--- src/rtl/softbit_pkg.sv ---
package softbit_pkg;
  localparam int SC_PER_RB = 12;
  localparam int MAX_QM    = 6;
  localparam int REQ_W     = 13;

  typedef enum logic [1:0] {
    MOD_QPSK  = 2'b00,
    MOD_QAM16 = 2'b01,
    MOD_QAM64 = 2'b10,
    MOD_NONE  = 2'b11
  } mod_e;
endpackage

--- src/rtl/softbit_qm.sv ---
module softbit_qm
  import softbit_pkg::*;
(
  input  logic [1:0] mod_i,
  output logic [2:0] qm_o
);
  always_comb begin
    unique case (mod_e'(mod_i))
      MOD_QPSK:  qm_o = 3'd2;
      MOD_QAM16: qm_o = 3'd4;
      MOD_QAM64: qm_o = 3'd6;
      default:   qm_o = 3'd0;
    endcase
  end
endmodule

--- src/rtl/softbit_progress.sv ---
module softbit_progress #(
  parameter int RB_W  = 7,
  parameter int SMP_W = 14,
  parameter int SYM   = 12
) (
  input  logic             clk_i,
  input  logic             rst_ni,
  input  logic             clr_i,
  input  logic [RB_W-1:0]  rb_num_i,
  input  logic             smp_valid_i,
  output logic             take_o,
  output logic             done_o
);
  localparam int PER_RB = softbit_pkg::SC_PER_RB * SYM;

  logic [SMP_W-1:0] smp_q, tot_q;

  assign done_o = (smp_q == tot_q);
  assign take_o = smp_valid_i && !done_o && !clr_i;

  always_ff @(posedge clk_i or negedge rst_ni) begin
    if (!rst_ni) begin
      smp_q <= '0;
      tot_q <= '0;
    end else if (clr_i) begin
      smp_q <= '0;
      tot_q <= SMP_W'(rb_num_i * PER_RB);
    end else if (take_o) begin
      smp_q <= smp_q + 1'b1;
    end
  end
endmodule

--- src/rtl/softbit_credit.sv ---
module softbit_credit #(
  parameter int CNT_W = 17,
  parameter int REQ_W = 13
) (
  input  logic             clk_i,
  input  logic             rst_ni,
  input  logic             clr_i,
  input  logic             take_i,
  input  logic [2:0]       qm_i,
  input  logic             req_valid_i,
  input  logic [REQ_W-1:0] req_bits_i,
  output logic             start_o,
  output logic [CNT_W-1:0] cnt_o,
  output logic             pend_o,
  output logic [REQ_W-1:0] req_o
);
  logic [CNT_W-1:0] cnt_q, add_w, sub_w;
  logic             pend_q, fire_w;
  logic [REQ_W-1:0] req_q;

  assign fire_w = pend_q && (cnt_q >= CNT_W'(req_q));
  assign add_w  = take_i ? CNT_W'(qm_i) : '0;
  assign sub_w  = fire_w ? CNT_W'(req_q) : '0;

  always_ff @(posedge clk_i or negedge rst_ni) begin
    if (!rst_ni) begin
      cnt_q   <= '0;
      pend_q  <= 1'b0;
      req_q   <= '0;
      start_o <= 1'b0;
    end else if (clr_i) begin
      cnt_q   <= '0;
      pend_q  <= 1'b0;
      start_o <= 1'b0;
    end else begin
      cnt_q   <= cnt_q + add_w - sub_w;
      start_o <= fire_w;
      if (fire_w) begin
        pend_q <= 1'b0;
      end else if (req_valid_i && !pend_q) begin
        pend_q <= 1'b1;
        req_q  <= req_bits_i;
      end
    end
  end

  assign cnt_o  = cnt_q;
  assign pend_o = pend_q;
  assign req_o  = req_q;
endmodule

--- src/rtl/softbit_gate.sv ---
module softbit_gate
  import softbit_pkg::*;
#(
  parameter int MAX_RB      = 100,
  parameter int SYM_PER_TTI = 12,
  localparam int MAX_SMP    = MAX_RB * SC_PER_RB * SYM_PER_TTI,
  localparam int MAX_BITS   = MAX_SMP * MAX_QM,
  localparam int RB_W       = $clog2(MAX_RB + 1),
  localparam int SMP_W      = $clog2(MAX_SMP + 1),
  localparam int CNT_W      = $clog2(MAX_BITS + 1)
) (
  input  logic             clk_i,
  input  logic             rst_ni,
  input  logic             clr_i,
  input  logic [RB_W-1:0]  rb_num_i,
  input  logic             smp_valid_i,
  input  logic [1:0]       mod_i,
  input  logic             req_valid_i,
  input  logic [REQ_W-1:0] req_bits_i,
  output logic             start_o,
  output logic [CNT_W-1:0] count_o,
  output logic             done_o
);
  logic       take_w;
  logic [2:0] qm_w;
  logic       pend_w;
  logic [REQ_W-1:0] req_w;

  softbit_qm u_qm (
    .mod_i (mod_i),
    .qm_o  (qm_w)
  );

  softbit_progress #(
    .RB_W  (RB_W),
    .SMP_W (SMP_W),
    .SYM   (SYM_PER_TTI)
  ) u_progress (
    .clk_i       (clk_i),
    .rst_ni      (rst_ni),
    .clr_i       (clr_i),
    .rb_num_i    (rb_num_i),
    .smp_valid_i (smp_valid_i),
    .take_o      (take_w),
    .done_o      (done_o)
  );

  softbit_credit #(
    .CNT_W (CNT_W),
    .REQ_W (REQ_W)
  ) u_credit (
    .clk_i       (clk_i),
    .rst_ni      (rst_ni),
    .clr_i       (clr_i),
    .take_i      (take_w),
    .qm_i        (qm_w),
    .req_valid_i (req_valid_i),
    .req_bits_i  (req_bits_i),
    .start_o     (start_o),
    .cnt_o       (count_o),
    .pend_o      (pend_w),
    .req_o       (req_w)
  );
endmodule

--- config.mk ---
export PLATFORM = sky130hd
export DESIGN_NAME = softbit_gate
export DESIGN_NICKNAME = d
export VERILOG_FILES = /design/src/rtl/softbit_pkg.sv /design/src/rtl/softbit_qm.sv /design/src/rtl/softbit_progress.sv /design/src/rtl/softbit_credit.sv /design/src/rtl/softbit_gate.sv
export SDC_FILE = /design/constraint.sdc
export NUM_CORES = 1
export LEC_CHECK = 0
export BUFFER_PORTS_ARGS = -buffer_cell sky130_fd_sc_hd__buf_2
export CAP_MARGIN = 20
export CORE_MARGIN = 3
export CORE_UTILIZATION = 38
export CTS_CLUSTER_SIZE = 40
export DETAILED_ROUTE_END_ITERATION = 10
export SLEW_MARGIN = 5
export SYNTH_ARGS = -nofsm -noshare
export SYNTH_HDL_FRONTEND = slang
export SYNTH_HIERARCHICAL = 1
export SYNTH_SLANG_ARGS = --single-unit
--- constraint.sdc ---
create_clock -name clk_i -period 5.8 [get_ports clk_i]
set_clock_uncertainty 0.2 [all_clocks]
set_input_delay 1.16 -clock clk_i [delete_from_list [all_inputs] [get_ports clk_i]]
set_output_delay 1.16 -clock clk_i [all_outputs]
set_load 0.005 [all_outputs]
==> metrics, run 1 <==
number of diodes=0; Post-synth ARST share=1.00; worst hold stages=1; CTS root buf=clkbuf_8; Placeable Area=10400 um2; critical path, cell by cell=ha_1, and4_1, and3_1, a21o_1, a2111o_1, and3_1, fa_1, inv_1, fa_1, a211o_1, a21oi_1, o21ai_0, o21ai_0, mux2_2; Die Span Y=109 um; fin nets=557; initial drt markers=207; critical path's slowest cell=a2111o_1; CTS-repair resized insts=0; CP Class=reg -> reg; Clock Sinks=56; Worst Setup End Kind=flop; first-pass GRT wire length=15.9 mm; Total GRT Usage=0.170; final worst slack=0.951 ns; routed vias=3171; Distinct cells, synth=55; Hold Buf Count CTS=0; period utilization=0.836; Synth Instances=427; initial antenna violation count=0; syn nets=515; Row Count=37; final hold vios=0; Synth top area share=0.344; # H-tree levels=2; peak supply drop=324 uV; setup TNS=0 ns; final setup vio count=0; DR DRC count=0; Pleak=0.00220 uW; CTS tree=done; Area growth syn-to-layout=11.1%; main area contributors after synthesis=dfrtp_1, ha_1, xnor2_1, inv_1, mux2_2; slowest cell delay on critical path=0.51 ns; Mean Syn Cell Area=9.53 um2; vias per cell=5.23; Clock Tree Buf Depth=2; initial core utilization=0.392; final WL=9.50 mm; PortBufs=45; unrepaired setup endpoints after global routing=no; clock slew at reported path FFs=0.11 ns; Seq cells post-synth=56; die width=109 um; maximum clock frequency=206 MHz; critical path launch point type=flop; Commonest cells post-synth=ha_1, dfrtp_1, inv_1; Hold WC Path Type=reg -> reg; cts bufs inserted=5; clock power share=0.108; status=finished, final reports clean; postcts setup bufs=0; drt wl/cell=15.7 um; Sw Share=0.459; hpwl dp=7.28 mm; Tightest Pin Transition=0.734 ns; vias in the first global route=3303; sequential fraction of the synthesis area=0.344; Synth Cell Area=4070 um2; Max Slew Vio Count=0; Max-cap violations=0; Slew HR=0.511; Core Util, Final=0.436; Crit path required time=5.83 ns; Psw=1000 uW; dpl ws=0.992 ns; Seq pwr share=0.254; internal power=1180 uW; Placer Congestion=0.871; layout cells sized above 1=0.174; Die ar.=12000 um2; Worst R2R Path Depth=14; Critical Path Fanout Max=15; Final ANT Viol Nets=0; CP arrival=4.88 ns; clk_lat worst skew=0.33 ns; pwr dens=483 nW/um2; Overflow after GRT=0; Synth area leader=dfrtp_1; largest net degree at the start of global routing=57; # IOs=46; fillers=1047; drt pass-1 iters=4; most common cell in the netlist=ha_1; number of synthesized flops with an enable pin=0; synth warn=6; Post-synth top flop=dfrtp_1; Final min period=4.85 ns; power share of the combinational group=0.638
## layout by cell type (no fill, tap or decap), types with 19 or more instances in the layout
cell	n
ha_1	57
dfrtp_1	56
buf_2	45
inv_1	36
nor2_1	29
nand2_1	25
o21ai_0	24
nand3_1	23
xnor2_1	20
a21oi_1	19
## critical path, delay by kind of cell, from the launching register on
| family | cells | cell delay, ns |
|---|---|---|
| compound gates | 6 | 1.68 |
| fa+ha+maj | 3 | 1.30 |
| flops | 1 | 0.42 |
| buf+inv | 1 | 0.07 |
| mux | 1 | 0.35 |
| simple gates | 3 | 0.73 |
## cell type report
type | instances | area (um2) | area share
Tap cell | 136 | 170 | 0.0376
Clock buffer | 5 | 68.8 | 0.0152
Sequential cell | 56 | 1400 | 0.310
Clock inverter | 3 | 22.5 | 0.00498
Inverter | 36 | 135 | 0.0299
Multi-Input combinational cell | 322 | 2470 | 0.547
Timing Repair Buffer | 48 | 248 | 0.0548
## layer usage
metal | GRT usage | up-vias | wire length (um)
li1 | - | 1589 | -
met1 | 0.214 | 1521 | 4340
met2 | 0.289 | 49 | 4670
met3 | 0.0440 | 12 | 331
met4 | 0.0454 | 0 | 147
met5 | 0 | - | 0
## metrics by stage
step	std cells	total power, uW	hold slack (ns)	instance area (um2)
after global routing	606	2400	0.369	4520
after global placement	598	1910	0.317	4430
after floorplan	427	1570	0.299	4070
after CTS	606	2180	0.352	4520
final	606	2180	0.349	4520
after detailed placement	598	1930	0.325	4430
## cell families after synthesis
kind of cell	Yosys count	share of synthesized area
adder cells (fa/ha/maj)	61	0.195
AO/OA/AOI/OAI	86	0.139
XOR/XNOR	25	0.0538
other	1	0.000921
AND/OR/NAND/NOR	134	0.177
flip-flops	56	0.344
multiplexers	15	0.0421
buffers and inverters	49	0.0476
## registers in the layout, indices dropped and copies added, names as in the netlist
register	cells
u_credit/pend_o	1
u_progress/tot_q	10
u_credit/start_o	1
u_credit/cnt_o	17
u_progress/smp_q	14
u_credit/req_o	13
## path summary, 6_finish.rpt
| path | from | to | slack [ns] |
|---|---|---|---|
| setup / recovery | u_credit/cnt_o[12] | u_credit/cnt_o[16] | 0.95 |
| min in group asynchronous | rst_ni | u_progress/tot_q[5] | 0.75 |
| setup reg to reg | u_credit/cnt_o[12] | u_credit/cnt_o[16] | 0.95 |
| hold reg to reg | u_progress/tot_q[6] | u_progress/tot_q[6] | 0.35 |
| max in group asynchronous | rst_ni | u_progress/smp_q[3] | 4.15 |
| hold / removal | u_progress/tot_q[6] | u_progress/tot_q[6] | 0.35 |
## power groups by stage
| stage | clock, uW | sequential [uW] | combinational (uW) |
|---|---|---|---|
| final | 236 | 555 | 1390 |
| after global routing | 262 | 567 | 1570 |
| after CTS | 247 | 556 | 1380 |
| after detailed placement | 0 | 561 | 1370 |
| after global placement | 0 | 559 | 1350 |
| after floorplan | 0 | 549 | 1020 |
Power figures use the tool's default switching activity.
==> run 2, diff against run 1 <==
- ABC_AREA: default -> 1
- clock period: 5.8 -> 4.6 ns (I/O delays scaled with it)
==> metrics, run 2 <==
Synth Instances=597 (was 427); Clock Tree Buf Depth=2 (unchanged); Pleak=0.00268 uW (was 0.00220 uW); postcts setup bufs=0 (unchanged); unrepaired setup endpoints after global routing=no (unchanged); total power=3000 uW (was 2180 uW); vias per cell=5.07 (was 5.23); maximum clock frequency=260 MHz (was 206 MHz); # H-tree levels=2 (unchanged); layout cells sized above 1=0.138 (was 0.174); critical path launch point type=flop (unchanged); Synth top area share=0.311 (was 0.344); Placeable Area=11500 um2 (was 10400 um2); Total GRT Usage=0.173 (was 0.170); number of diodes=0 (unchanged); first-pass GRT wire length=18.2 mm (was 15.9 mm); CTS-repair resized insts=0 (unchanged); period utilization=0.836 (about the same); initial core utilization=0.392 (about the same); Die ar.=13200 um2 (was 12000 um2); Max-cap violations=0 (unchanged); Worst Setup End Kind=flop (unchanged); commonest non-fill, non-tap cell in the layout=nand2_1 (was ha_1); Area growth syn-to-layout=11.1% (about the same); CP arrival=3.89 ns (was 4.88 ns); initial antenna violation count=0 (unchanged); Crit path required time=4.65 ns (was 5.83 ns); Post-synth top flop=dfrtp_1 (unchanged); Mean Syn Cell Area=7.56 um2 (was 9.53 um2); syn nets=685 (was 515); Tightest Pin Transition=0.875 ns (was 0.734 ns); Die Span Y=115 um (was 109 um); peak supply drop=243 uV (was 324 uV); drt pass-1 iters=4 (unchanged); cts bufs inserted=5 (unchanged); Slew HR=0.415 (was 0.511); sequential fraction of the synthesis area=0.311 (was 0.344); final WL=10.9 mm (was 9.50 mm); final setup vio count=0 (unchanged); clock slew at reported path FFs=0.08 ns (was 0.11 ns); pwr dens=599 nW/um2 (was 483 nW/um2); max reg flops=17 (unchanged); initial drt markers=165 (was 207); die width=115 um (was 109 um); hpwl dp=8.33 mm (was 7.28 mm); Hold WC Path Type=reg -> reg (unchanged); Row Count=39 (was 37); vias in the first global route=3740 (was 3303); routed vias=3953 (was 3171); Final min period=3.85 ns (was 4.85 ns); CTS root buf=clkbuf_16 (was clkbuf_8); # IOs=46 (unchanged); Hold Buf Count CTS=0 (unchanged); Overflow after GRT=0 (unchanged); drt wl/cell=14.0 um (was 15.7 um); Clock Sinks=56 (unchanged); Distinct cells, synth=37 (was 55); final hold vios=0 (unchanged); synth warn=6 (unchanged); largest net degree at the start of global routing=37 (was 57); CTS tree=done (unchanged); setup TNS=0 ns (unchanged); Synth Cell Area=4510 um2 (was 4070 um2); fin nets=724 (was 557); Final ANT Viol Nets=0 (unchanged); clk_lat worst skew=0.31 ns (was 0.33 ns); Synth area leader=dfrtp_1 (unchanged); DR DRC count=0 (unchanged); Hold WS=0.294 ns (was 0.349 ns); Max Slew Vio Count=0 (unchanged); Seq cells post-synth=56 (unchanged); main area contributors after synthesis=dfrtp_1, ha_1, nand2_1, inv_1, nor2_1 (was dfrtp_1, ha_1, xnor2_1, inv_1, mux2_2); number of synthesized flops with an enable pin=0 (unchanged); Placer Congestion=0.906 (was 0.871); PortBufs=45 (unchanged); Critical Path Fanout Max=12 (was 15); Commonest cells post-synth=nand2_1, inv_1, nor2_1 (was ha_1, dfrtp_1, inv_1); Post-synth ARST share=1.00 (unchanged); status=finished, final reports clean (unchanged); CP Class=reg -> reg (unchanged); commonest non-fill, non-tap cells in the layout=nand2_1, inv_1, nor2_1, ha_1, dfrtp_1 (was ha_1, dfrtp_1, buf_2, inv_1, nor2_1); most common cell in the netlist=nand2_1 (was ha_1)
-- run 2: cell count changes after synthesis, sizes merged, moves of 7 or more --
cell / before / now
nand2: 25 / 154
inv: 36 / 77
nor2: 30 / 67
a21oi: 19 / 45
nand3: 24 / 49
nand4: 7 / 22
mux2: 14 / 0
a21o: 16 / 3
xnor2: 20 / 8
and3: 8 / 0
nor3: 12 / 4
nor2b: 7 / 0
-- run 2: logic make-up after synthesis --
kind of cell | Yosys count | share of synthesized area
simple gates | 302 | 0.311
buf+inv | 93 | 0.0895
compound gates | 71 | 0.0873
fa+ha+maj | 61 | 0.176
flops | 56 | 0.311
xor+xnor | 13 | 0.0252
other cells | 1 | 0.000831
-- run 2: worst max-delay path, cell delays in order, from the launching register on --
cell and delay (ns):
dfrtp_1 0.43, ha_1 0.36, nand2_2 0.11, inv_1 0.04
nand2_1 0.06, nand2_1 0.06, a21oi_2 0.13, nand4_2 0.37
nand2_2 0.23, nor2_1 0.08, fa_1 0.51, inv_1 0.07
fa_1 0.45, nand3_1 0.10, nand2_1 0.09, nand2_1 0.08
nand2_2 0.09, nand2_1 0.07, nand2_1 0.06, nand2_1 0.05
nand2_1 0.05, nor2_1 0.10
-- run 2: final cells by class --
| class | count | area [um2] |
|---|---|---|
| clock buffer | 5 | 125 |
| clock inverter | 3 | 68.8 |
| fill | 1189 | 6500 |
| inverter | 78 | 293 |
| multi-input combinational | 448 | 2710 |
| sequential | 56 | 1400 |
| tap | 143 | 179 |
| timing repair buffer | 47 | 240 |
-- run 2: final timing paths --
kind	start	to	slack (ns)	depth (start not counted)
max	u_credit/cnt_o[11]	u_credit/cnt_o[12]	0.75	21
min reg2reg	u_progress/tot_q[7]	u_progress/tot_q[7]	0.29	2
max reg2reg	u_credit/cnt_o[11]	u_credit/cnt_o[12]	0.75	21
min in group asynchronous	rst_ni	u_credit/req_o[9]	0.38	1
min	u_progress/tot_q[7]	u_progress/tot_q[7]	0.29	2
max in group asynchronous	rst_ni	u_progress/tot_q[11]	2.96	2
-- run 2: where the power goes --
part	switching [uW]	total (uW)	leakage (uW)	internal (uW)
Clock	205	520	0.0000944	315
Sequential	86.3	689	0.000700	603
Combinational	1130	1790	0.00188	661
-- run 2: metal layers --
| layer | vias to the layer above | GRT usage | wire length [um] |
|---|---|---|---|
| met5 | - | 0 | 0 |
| met4 | 0 | 0.0501 | 182 |
| met3 | 11 | 0.0337 | 372 |
| met2 | 64 | 0.275 | 4960 |
| met1 | 1865 | 0.239 | 5380 |
| li1 | 2013 | - | - |
-- run 2: through the flow --
| step | area [um2] | utilization | setup WS [ns] | instances |
|---|---|---|---|---|
| after floorplan | 4510 | - | 1.36 | 597 |
| after detailed placement | 4820 | 0.419 | 0.737 | 772 |
| after global routing | 5010 | 0.435 | 0.366 | 780 |
| final | 5010 | 0.435 | 0.753 | 780 |
| after global placement | 4820 | 0.419 | 0.837 | 772 |
| after CTS | 5010 | 0.435 | 0.722 | 780 |
